### src/rtl/bmr_pkg.sv
package bmr_pkg;

    typedef enum logic [1:0] {
        SZ_LONG = 2'b00,
        SZ_HALF = 2'b01,
        SZ_BYTE = 2'b10,
        SZ_MBOX = 2'b11
    } size_e;

    typedef enum logic [1:0] {
        SW_KEEP = 2'b00,
        SW_REV  = 2'b01,
        SW_HALF = 2'b10,
        SW_PAIR = 2'b11
    } swap_e;

endpackage

### src/rtl/bmr_swap.sv
module bmr_swap #(
    parameter  int BYTE_W  = 9,
    parameter  int N_BYTES = 4,
    localparam int W       = BYTE_W * N_BYTES
) (
    input  logic [1:0]   mode,
    input  logic [W-1:0] din,
    output logic [W-1:0] dout
);
    import bmr_pkg::*;

    // Position j counts from the most significant byte.
    for (genvar j = 0; j < N_BYTES; j++) begin : g_pos
        localparam int SRC_REV  = N_BYTES - 1 - j;
        localparam int SRC_HALF = j ^ (N_BYTES / 2);
        localparam int SRC_PAIR = j ^ 1;
        localparam int DST_HI   = W - 1 - j * BYTE_W;

        logic [BYTE_W-1:0] pick;

        always_comb begin
            unique case (mode)
                SW_REV:  pick = din[W-1-SRC_REV*BYTE_W  -: BYTE_W];
                SW_HALF: pick = din[W-1-SRC_HALF*BYTE_W -: BYTE_W];
                SW_PAIR: pick = din[W-1-SRC_PAIR*BYTE_W -: BYTE_W];
                default: pick = din[DST_HI -: BYTE_W];
            endcase
        end

        assign dout[DST_HI -: BYTE_W] = pick;
    end

endmodule

### src/rtl/bmr_lane_mux.sv
module bmr_lane_mux #(
    parameter  int BYTE_W  = 9,
    parameter  int N_BYTES = 4,
    localparam int W       = BYTE_W * N_BYTES,
    localparam int IDX_W   = $clog2(N_BYTES)
) (
    input  logic [W-1:0]     word,
    input  logic [1:0]       size,
    input  logic             big,
    input  logic [IDX_W-1:0] idx,
    output logic [W-1:0]     lanes
);
    import bmr_pkg::*;

    localparam int HALF_W = W / 2;

    logic [IDX_W-1:0]  byte_k;
    logic [BYTE_W-1:0] byte_v;
    logic              take_low;
    logic [HALF_W-1:0] half_v;

    always_comb begin
        // Big-endian walks from the top byte down, little-endian from the bottom up.
        byte_k   = big ? idx : (IDX_W'(N_BYTES - 1) - idx);
        byte_v   = BYTE_W'(word >> ((N_BYTES - 1 - int'(byte_k)) * BYTE_W));
        take_low = big ? idx[0] : ~idx[0];
        half_v   = take_low ? word[HALF_W-1:0] : word[W-1:HALF_W];

        lanes = '0;
        unique case (size)
            SZ_BYTE: begin
                if (big) lanes[W-1 -: BYTE_W]  = byte_v;
                else     lanes[BYTE_W-1:0]     = byte_v;
            end
            SZ_HALF: begin
                if (big) lanes[W-1 -: HALF_W]  = half_v;
                else     lanes[HALF_W-1:0]     = half_v;
            end
            default: lanes = word;
        endcase
    end

endmodule

### src/rtl/bmr_read_port.sv
module bmr_read_port #(
    parameter  int BYTE_W  = 9,
    parameter  int N_BYTES = 4,
    localparam int W       = BYTE_W * N_BYTES
) (
    input  logic         clk,
    input  logic         rst_n,
    input  logic         port_sel,
    input  logic         dir_rd,
    input  logic         rd_en,
    input  logic [1:0]   swap_mode,
    input  logic         big_endian,
    input  logic [1:0]   size_code,
    input  logic [W-1:0] fifo_word,
    input  logic         fifo_has_data,
    input  logic [W-1:0] mbox_word,
    output logic         pop,
    output logic [W-1:0] rd_data,
    output logic         data_avail
);
    import bmr_pkg::*;

    localparam int IDX_W = $clog2(N_BYTES);

    typedef struct packed {
        logic [IDX_W-1:0] idx;
        logic [1:0]       size;
        logic [1:0]       mode;
        logic             big;
        logic             avail;
        logic [W-1:0]     data;
    } state_t;

    state_t s_q, s_d;

    logic         access_d;
    logic         mbox_rd_d;
    logic         fifo_rd_d;
    logic         first_d;
    logic         last_d;
    logic [1:0]   eff_size_d;
    logic [1:0]   eff_mode_d;
    logic         eff_big_d;
    logic [W-1:0] swapped_d;
    logic [W-1:0] lanes_d;

    // Settings in force: live inputs on the first piece, held copies after.
    always_comb begin
        access_d   = port_sel & dir_rd & rd_en;
        mbox_rd_d  = access_d & (size_code == SZ_MBOX);
        fifo_rd_d  = access_d & (size_code != SZ_MBOX) & s_q.avail;
        first_d    = (s_q.idx == '0);
        eff_size_d = first_d ? size_code  : s_q.size;
        eff_mode_d = first_d ? swap_mode  : s_q.mode;
        eff_big_d  = first_d ? big_endian : s_q.big;
    end

    bmr_swap #(
        .BYTE_W  (BYTE_W),
        .N_BYTES (N_BYTES)
    ) u_swap (
        .mode (eff_mode_d),
        .din  (fifo_word),
        .dout (swapped_d)
    );

    bmr_lane_mux #(
        .BYTE_W  (BYTE_W),
        .N_BYTES (N_BYTES)
    ) u_lanes (
        .word  (swapped_d),
        .size  (eff_size_d),
        .big   (eff_big_d),
        .idx   (s_q.idx),
        .lanes (lanes_d)
    );

    always_comb begin
        unique case (eff_size_d)
            SZ_BYTE: last_d = (s_q.idx == IDX_W'(N_BYTES - 1));
            SZ_HALF: last_d = (s_q.idx == IDX_W'(1));
            default: last_d = 1'b1;
        endcase
    end

    always_comb begin
        s_d       = s_q;
        s_d.avail = fifo_has_data;
        if (mbox_rd_d) begin
            s_d.data = mbox_word;
        end else if (fifo_rd_d) begin
            s_d.data = lanes_d;
            if (first_d) begin
                s_d.size = size_code;
                s_d.mode = swap_mode;
                s_d.big  = big_endian;
            end
            if (last_d) begin
                s_d.idx   = '0;
                s_d.avail = 1'b0;
            end else begin
                s_d.idx = s_q.idx + IDX_W'(1);
            end
        end
    end

    always_ff @(posedge clk) begin
        if (!rst_n) begin
            s_q <= '0;
        end else begin
            s_q <= s_d;
        end
    end

    assign pop        = fifo_rd_d & last_d;
    assign rd_data    = s_q.data;
    assign data_avail = s_q.avail;

endmodule

### config.mk
export PLATFORM = sky130hd
export DESIGN_NAME = bmr_read_port
export DESIGN_NICKNAME = d
export VERILOG_FILES = /design/src/rtl/bmr_pkg.sv /design/src/rtl/bmr_swap.sv /design/src/rtl/bmr_lane_mux.sv /design/src/rtl/bmr_read_port.sv
export SDC_FILE = /design/constraint.sdc
export NUM_CORES = 1
export LEC_CHECK = 0
export BUFFER_PORTS_ARGS = -buffer_cell sky130_fd_sc_hd__clkbuf_2
export CORE_ASPECT_RATIO = 1.75
export CORE_MARGIN = 4
export CORE_UTILIZATION = 30
export DETAILED_ROUTE_END_ITERATION = 16
export PLACE_DENSITY = 0.52
export SETUP_SLACK_MARGIN = 0.3
export SLEW_MARGIN = 25
export SYNTH_ARGS = -nofsm -noshare
export SYNTH_HDL_FRONTEND = slang
export SYNTH_SLANG_ARGS = --single-unit
### constraint.sdc
create_clock -name clk -period 7.95 [get_ports clk]
set_input_delay 1.59 -clock clk [delete_from_list [all_inputs] [get_ports clk]]
set_output_delay 1.59 -clock clk [all_outputs]
set_load 0.01 [all_outputs]
==> results of run 1 <==
==> worst max-delay path: stages (launching register included) <==
cell and delay [ps]:
dfxtp_1 570, clkinv_1 320, ha_1 280, buf_4 210, mux2_2 330, ha_1 460
a221oi_1 400, nor2_1 100, clkbuf_2 150
==> metrics by stage <==
| stage | area, sq um | setup slack, ps | std cells | hold slack (ps) | power, mW |
|---|---|---|---|---|---|
| final | 4720 | 3244 | 711 | 502.8 | 0.6469 |
| after global routing | 4720 | 3015 | 711 | 529.4 | 0.6777 |
| after CTS | 4716 | 3250 | 711 | 511.5 | 0.6533 |
| after detailed placement | 4563 | 3257 | 703 | 489.0 | 0.4311 |
| after global placement | 4563 | 3261 | 703 | 475.5 | 0.4294 |
| after floorplan | 4121 | 3575 | 474 | 465.8 | 0.3683 |
==> layout make-up <==
type / count / area (sq um) / share of cell area (%)
Multi-Input combinational cell: 349 / 2774 / 58.78
Sequential cell: 44 / 880.8 / 18.66
Timing Repair Buffer: 129 / 668.1 / 14.16
Tap cell: 174 / 217.7 / 4.613
Clock buffer: 6 / 138.9 / 2.943
Inverter: 7 / 26.28 / 0.5567
Clock inverter: 2 / 13.76 / 0.2916
==> metal layers <==
metal	share of wire, %	global-route usage, %	vias up	routed length [microns]
met5	0	0	-	0
met4	2.7	6.326	0	386
met3	4.3	2.009	21	615
met2	55	34.43	153	7991
met1	38	19.43	2000	5441
li1	-	-	1940	-
==> power breakdown <==
part	internal, mW	switching [mW]
registers	0.224	0.00262
clock network	0.126	0.0921
logic	0.0876	0.115
==> worst max path at each step <==
stage	startpoint	to	slack (ps)	depth (start not counted)
2_1_floorplan	size_code[0]	pop	3570	5
3_3_place_gp	size_code[0]	pop	3260	6
3_5_place_dp	size_code[0]	pop	3260	6
4_1_cts	s_q[42]	pop	3250	8
5_1_grt	s_q[42]	pop	3010	8
6_report	s_q[42]	pop	3240	8
==> synth_stat cells, types with 13 or more instances <==
master / count / area share [%]
nand2_1: 34 / 3.1
buf_4: 40 / 7.3
nand3_1: 13 / 1.6
o22ai_1: 16 / 2.4
a222oi_1: 24 / 5.8
o211a_1: 14 / 3.4
nor2_1: 34 / 3.1
clkbuf_1: 23 / 2.1
dfxtp_1: 44 / 21
mux2i_1: 62 / 15
o21ai_0: 15 / 1.8
==> sequential cells by signal (all words and copies together), names as in the netlist <==
| signal | count |
|---|---|
| rd_data | 36 |
| s_q | 7 |
| data_avail | 1 |
==> kinds of logic (layout without fill, tap and decap cells) <==
kind of cell             after synthesis  in the layout  synth area share [%]
XOR/XNOR                               8              8                 1.700
flip-flops                            44             44                 21.37
AND/OR/NAND/NOR                      110            110                 11.93
multiplexers                          85             85                 24.95
buffers and inverters                 81            144                 11.48
adder cells (fa/ha/maj)                5              5                 1.518
AO/OA/AOI/OAI                        141            141                 27.05
==> results.py, run 1 <==
metrics = {
    "cts": {
        "cts_htree_levels": 2,
        "numCtsBuffers": 5,
        "clock_latency_ps": 290,
        "clockRootBuffer": "clkbuf_16",
        "clock_path_buffers": 2,
        "clock_sinks": 44,
        "cts_resized": 0,
        "cts_setup_buffers": 0,
        "hold_buffers": 0,
        "path_clk_slew_ps": 70,
        "cts_tree": "done",
    },
    "synth": {
        "synthesis.area_sq_mm": 0.004121,
        "ys_warn_count": 0,
        "ys_types": 49,
        "synth_cells": 474,
        "synth_edf_count": 0,
        "async_reset_ff_share_pct": 0,
        "synthFlopType": "dfxtp_1",
        "yosys_register_bits": 44,
        "synthesis.nets": 562,
        "syn_avg_cell_area_sq_um": 8.695,
        "synth-seq-area-share_pct": 21.37,
    },
    "sta": {
        "maxSlewViolCount": 0,
        "period_needed_ps": 4707,
        "fin_crit_sh_pct": 59.20,
        "rsz0062_at_grt": "no",
        "hold_viol": 0,
        "clock.fmax_mhz": 212.5,
        "fin_skew_ps": 5.588,
        "finalSetupViolCount": 0,
        "relSlewSlack_pct": 41.98,
        "fin_setup_tns_ps": 0,
        "tightestPinTransition_ps": 869.3,
    },
    "run": {
        "maxCapViolCount": 0,
    },
    "layout": {
        "final_common_cell": "clkbuf_2",
        "area_growth_pct": 14.51,
        "antenna_cells": 0,
        "num-fill-cells": 1444,
        "layout_common_cells": "clkbuf_2, mux2i_1, dfxtp_1",
        "final_util_pct": 35.08,
        "num-nets-final": 624,
        "drive_gt1_share_pct": 30.91,
    },
    "placement": {
        "hpwl_microns": 11200,
        "place.gp.congestion": 0.8836,
        "numPortBuffers": 120,
    },
    "worst_setup_path": {
        "end_kind": "output port",
        "r2r-start": "s_q[42]",
        "reg2reg_slack_ps": 4050,
        "r2r_end": "rd_data[15]",
        "worstSetupPathType": "flip-flop to output port",
        "required_ps": 6360,
        "arrival_ps": 3120,
        "worstSetupStartpointType": "flip-flop",
        "worstPathMaxFanout": 17,
        "worstRegToRegCells": 10,
    },
    "grt": {
        "grt_remaining_overflow": 0,
        "grt_start_max_net_pins": 45,
        "grt_pass1_wl_microns": 22410,
        "antenna_found_initial": 0,
        "grt.total_usage_pct": 17.68,
        "grt_pass1_vias": 4124,
    },
    "detailed_routing": {
        "drtIter0Drc": 343,
        "vias": 4114,
        "dr.pass1.iters": 6,
        "ant_nets": 0,
        "vias_per_cell": 5.786,
        "drc_errors": 0,
        "wirelength_microns": 14430,
        "wl_per_cell_microns": 20.30,
    },
    "power_and_ir_drop": {
        "power.density_mw_per_mm2": 137.1,
        "vdd_drop_max_v": 0.00009705,
        "leakage_nw": 2.084,
    },
    "hold_path": {
        "min_path_type": "flip-flop to flip-flop",
        "min_from": "s_q[40]",
        "whs_path_depth": 2,
        "hold_path_end": "s_q[40]",
    },
    "die": {
        "num_io_pins": 121,
        "die_h_microns": 163.1,
        "initial_core_util_pct": 30.64,
        "rows": 56,
        "fp.coreArea_sq_mm": 0.01345,
        "dieArea_sq_mm": 0.01575,
        "die_x_microns": 96.60,
    },
    "status": {
        "status": "finished, final reports clean",
    },
}
Power figures use the tool's default switching activity.
==> run 2, diff against run 1 <==
==> constraint.sdc (replaced) <==
create_clock -name clk -period 4.5 [get_ports clk]
set_input_delay 0.9 -clock clk [delete_from_list [all_inputs] [get_ports clk]]
set_output_delay 0.9 -clock clk [all_outputs]
set_load 0.01 [all_outputs]
==> run 2 against run 1 <==
  * Worst hold slack gained 5.7 ps
  * Via count is essentially flat
  * Combinational power up 79%
  * Final area increased by 0.19%
  * Routed wire length rose by 4.8%
  * Cell count increased by 0.14%
==> results.py, run 2 (same netlist as run 1, synthesis figures left out) <==
metrics = {
    "status": {
        "status": "finished, final reports clean",
    },
    "die": {
        "fp.coreArea_sq_mm": 0.01345,
        "initial_core_util_pct": 30.64,
        "die_h_microns": 163.1,
        "die_x_microns": 96.60,
        "rows": 56,
        "num_io_pins": 121,
        "dieArea_sq_mm": 0.01575,
    },
    "sta": {
        "fin_setup_tns_ps": 0,
        "rsz0062_at_grt": "no",
        "finalSetupViolCount": 0,
        "period_needed_ps": 3907,
        "tightestPinTransition_ps": 839.1,
        "maxSlewViolCount": 0,
        "fin_skew_ps": 5.620,
        "hold_viol": 0,
        "clock.fmax_mhz": 256.0,
        "fin_crit_sh_pct": 86.82,
        "relSlewSlack_pct": 44.06,
    },
    "worst_setup_path": {
        "end_kind": "output port",
        "cpMostUsedCell": "ha_1",
        "worstPathMaxFanout": 11,
        "cp_slowest_cell": "dfxtp_1",
        "worstSetupPathType": "flip-flop to output port",
        "worstRegToRegCells": 10,
        "slowest_delay_ps": 580,
        "crit_chain": "clkinv_1 -> ha_1 -> mux2_2 -> ha_1 -> a221oi_1 -> nor2_1 -> clkbuf_2",
        "r2r_end": "rd_data[20]",
        "startpoint": "s_q[42]",
        "worstSetupStartpointType": "flip-flop",
        "cp-endpoint": "pop",
        "r2r-start": "s_q[42]",
        "required_ps": 3600,
        "reg2reg_slack_ps": 740,
        "arrival_ps": 3010,
    },
    "layout": {
        "multiInputGateArea_sq_mm": 0.002770,
        "drive_gt1_share_pct": 30.86,
        "final_common_cell": "clkbuf_2",
        "antenna_cells": 0,
        "instances_no_fill": 712,
        "final_util_pct": 35.15,
        "num-nets-final": 626,
        "num-fill-cells": 1437,
        "area_growth_pct": 14.72,
        "layout_common_cells": "clkbuf_2, mux2i_1, dfxtp_1",
        "largest_register_ffs": 36,
        "seqCellArea_sq_um": 880.8,
    },
    "detailed_routing": {
        "vias": 4112,
        "ant_nets": 0,
        "vias_per_cell": 5.775,
        "dr.pass1.iters": 6,
        "drc_errors": 0,
        "drtIter0Drc": 386,
        "wirelength_microns": 15130,
        "wl_per_cell_microns": 21.25,
    },
    "cts": {
        "cts_setup_buffers": 0,
        "path_clk_slew_ps": 70,
        "cts_tree": "done",
        "clockRootBuffer": "clkbuf_16",
        "cts_resized": 0,
        "clock_sinks": 44,
        "hold_buffers": 0,
        "cts_htree_levels": 2,
        "clock_latency_ps": 290,
        "numCtsBuffers": 5,
        "clock_path_buffers": 2,
    },
    "hold_path": {
        "min_path_type": "flip-flop to flip-flop",
    },
    "placement": {
        "hpwl_microns": 11680,
        "dp.cells": 705,
        "numPortBuffers": 120,
        "place.gp.congestion": 0.8965,
    },
    "power_and_ir_drop": {
        "power.density_mw_per_mm2": 238.9,
        "vdd_drop_max_v": 0.0001249,
        "leakage_nw": 2.086,
    },
    "grt": {
        "grt.total_usage_pct": 18.59,
        "antenna_found_initial": 0,
        "grt_pass1_wl_microns": 23160,
        "grt_remaining_overflow": 0,
        "grt_pass1_vias": 4210,
        "grt_start_max_net_pins": 39,
    },
    "run": {
        "maxCapViolCount": 0,
    },
}
-- run 2: per-layer routing --
layer,GRT usage (%),routed length [microns],part of all wire (%)
met5,0,0,0
met4,7.604,535,3.5
met3,2.350,614,4.1
met2,36.07,8386,55
met1,20.02,5595,37
-- run 2: power breakdown --
group	total, mW	leakage (nW)	switching [mW]	internal [mW]
clock network	0.367	0.0657	0.165	0.202
registers	0.401	0.355	0.00502	0.396
logic	0.362	1.67	0.205	0.157
total	1.13	2.09	0.375	0.755
-- run 2: critical path, delay by kind of cell (launching register included) --
kind / cells / cell delay (ps)
adder cells (fa/ha/maj): 2 / 780
flip-flops: 1 / 580
buffers and inverters: 2 / 490
AO/OA/AOI/OAI: 1 / 430
multiplexers: 1 / 300
AND/OR/NAND/NOR: 1 / 150
-- run 2: cell type report --
type                       instances  share of cell area [%]
inverter                           7                  0.5557
clock inverter                     2                  0.2646
sequential                        44                   18.63
clock buffer                       5                   2.646
timing repair buffer             131                   14.71
tap                              174                   4.604
multi-input combinational        349                   58.59
-- run 2: metrics by stage --
stage / power (mW) / hold WS (ps) / area, sq um / setup slack [ps]
after floorplan: 0.6507 / 465.8 / 4121 / 1118
after global placement: 0.7652 / 484.9 / 4591 / 914.6
after detailed placement: 0.7678 / 496.1 / 4591 / 818.7
after CTS: 1.142 / 513.8 / 4728 / 555.4
after global routing: 1.188 / 536.6 / 4728 / 313.3
final: 1.130 / 508.5 / 4728 / 593.0
-- run 2: how the worst min path moves through the flow --
stage / startpoint / endpoint / slack [ps] / cells past startpoint
after floorplan: rd_data[14] / rd_data[14] / 470 / 2
after global placement: rd_data[22] / rd_data[22] / 480 / 2
after detailed placement: rd_data[25] / rd_data[25] / 500 / 2
after CTS: rd_data[25] / rd_data[25] / 510 / 2
after global routing: rd_data[14] / rd_data[14] / 540 / 2
final: rd_data[19] / rd_data[19] / 510 / 2
==> run 3, diff against run 2 <==
--- a/config.mk
+++ b/config.mk
@@ -11,6 +11,7 @@
 export CORE_UTILIZATION = 30
 export DETAILED_ROUTE_END_ITERATION = 16
 export PLACE_DENSITY = 0.52
+export REMOVE_ABC_BUFFERS = 1
 export SETUP_SLACK_MARGIN = 0.3
 export SLEW_MARGIN = 25
 export SYNTH_ARGS = -nofsm -noshare
==> run 3 against run 2 <==
  * Sequential cell count did not move
  * Count of clock-buffer cells in the layout up 2
  * Fmax hardly changed
  * Critical path depth stayed put
  * Cell count rose by 0.42%
  * Sequential share of layout area fell by 0.21 points
  * Largest cell class unchanged
  * Largest power group is now clock
==> results.py, run 3 (same netlist as run 1, synthesis figures left out) <==
metrics = {
    "cts": {
        "cts_setup_buffers": 0,
        "clock_latency_ps": 300,
        "cts_resized": 0,
        "cts_htree_levels": 2,
        "clock_sinks": 44,
        "clock_path_buffers": 2,
        "numCtsBuffers": 5,
        "hold_buffers": 0,
        "cts_tree": "done",
        "clockRootBuffer": "clkbuf_16",
        "path_clk_slew_ps": 70,
    },
    "grt": {
        "grtUsageMet3_pct": 2.137,
        "grt_pass1_vias": 4272,
        "grt_start_max_net_pins": 45,
        "gr-usage-met1_pct": 20.61,
        "grt.busiest_layer": "met2",
        "grt_pass1_wl_microns": 23880,
        "grt_remaining_overflow": 0,
        "gr-usage-met2_pct": 37.30,
        "grt.total_usage_pct": 19.25,
        "antenna_found_initial": 0,
    },
    "worst_setup_path": {
        "worstSetupStartpointType": "flip-flop",
        "worstPathMaxFanout": 11,
        "r2r-start": "s_q[42]",
        "worstRegToRegCells": 10,
        "worstSetupPathType": "flip-flop to output port",
        "reg2reg_slack_ps": 860,
        "required_ps": 3600,
        "end_kind": "output port",
        "arrival_ps": 3010,
        "r2r_end": "rd_data[16]",
    },
    "detailed_routing": {
        "ant_nets": 0,
        "vias": 4178,
        "dr.pass1.iters": 5,
        "vias_per_cell": 5.843,
        "wirelength_microns": 15670,
        "drtIter0Drc": 372,
        "drc_errors": 0,
        "wl_per_cell_microns": 21.91,
    },
    "power_and_ir_drop": {
        "vdd_drop_max_v": 0.0001323,
        "finalPower_mw": 1.235,
        "power.density_mw_per_mm2": 258.3,
        "leakage_nw": 2.118,
    },
    "layout": {
        "num-nets-final": 628,
        "drive_gt1_share_pct": 31.61,
        "largest_register_ffs": 36,
        "final_common_cell": "clkbuf_2",
        "seqCellArea_sq_um": 880.8,
        "antenna_cells": 0,
        "area_growth_pct": 16.03,
        "layout_common_cells": "clkbuf_2, mux2i_1, dfxtp_1",
        "num-fill-cells": 1483,
        "multiInputGateArea_sq_mm": 0.002776,
    },
    "die": {
        "fp.coreArea_sq_mm": 0.01345,
        "num_io_pins": 121,
        "dieArea_sq_mm": 0.01575,
        "initial_core_util_pct": 30.64,
        "die_h_microns": 163.1,
        "rows": 56,
        "die_x_microns": 96.60,
    },
    "placement": {
        "numPortBuffers": 120,
        "place.gp.congestion": 0.8895,
        "hpwl_microns": 11860,
    },
    "run": {
        "maxCapViolCount": 0,
    },
    "hold_path": {
        "min_path_type": "flip-flop to flip-flop",
        "whs_path_depth": 2,
        "hold_path_end": "rd_data[23]",
        "min_from": "rd_data[23]",
    },
    "sta": {
        "fin_setup_tns_ps": 0,
        "fin_crit_sh_pct": 86.84,
        "rsz0062_at_grt": "no",
        "relSlewSlack_pct": 46.99,
        "clock.fmax_mhz": 255.9,
        "period_needed_ps": 3908,
        "finalSetupViolCount": 0,
        "tightestPinTransition_ps": 793.2,
        "maxSlewViolCount": 0,
        "fin_skew_ps": 9.157,
        "hold_viol": 0,
    },
    "status": {
        "status": "finished, final reports clean",
    },
}
run 3: cell types whose count changed in the layout (fill, tap and decap cells not counted), sizes merged:
| cell | delta |
|---|---|
| clkbuf | +2 |
| clkinv | -1 |
| buf | +2 |
| bufinv | +1 |
| clkinvlp | -1 |
run 3: how the worst max path moves through the flow:
stage                     startpoint     endpoint  slack [ps]  cells after the start
after floorplan                rd_en  rd_data[33]         660                      6
after global placement       s_q[42]          pop         930                      7
after detailed placement     s_q[42]  rd_data[16]         890                     10
after CTS                    s_q[42]          pop         570                      7
after global routing         s_q[42]          pop         390                      7
final                        s_q[42]          pop         590                      7
run 3: final cells by class:
cell class	instances	area share, %
flip-flops and latches	44	18.42
clock buffers	7	3.192
clock inverters	1	0.6279
repair buffers	133	14.60
well taps	174	4.553
inverters	7	0.5495
multi-input cells	349	58.06
run 3: report_power, final:
group	leakage [nW]	internal, mW	switching (mW)
logic	1.67	0.156	0.206
clock network	0.0901	0.293	0.179
registers	0.355	0.395	0.00477
total	2.12	0.845	0.390
run 3: metrics by stage:
step / cells / setup WS (ps) / util (%) / cell area (sq um) / hold WS (ps)
floorplan: 400 / 660.1 / - / 3675 / 466.0
global placement: 707 / 930.9 / 34.19 / 4599 / 481.3
detailed placement: 707 / 890.4 / 34.19 / 4599 / 492.4
CTS: 715 / 565.3 / 35.55 / 4782 / 501.4
global route: 715 / 390.8 / 35.55 / 4782 / 521.0
finish: 715 / 592.2 / 35.55 / 4782 / 504.3
run 3: critical path, stage by stage (launching register included):
cell,delay [ps]
dfxtp_1,580
clkinv_1,330
ha_1,340
mux2_2,300
ha_1,450
a221oi_1,450
nor2_1,120
clkbuf_2,150
run 3: routing by layer:
layer | share of wire [%] | wire length [microns]
met1 | 36 | 5698
met2 | 55 | 8630
met3 | 4.6 | 722
met4 | 3.9 | 618
met5 | 0 | 0
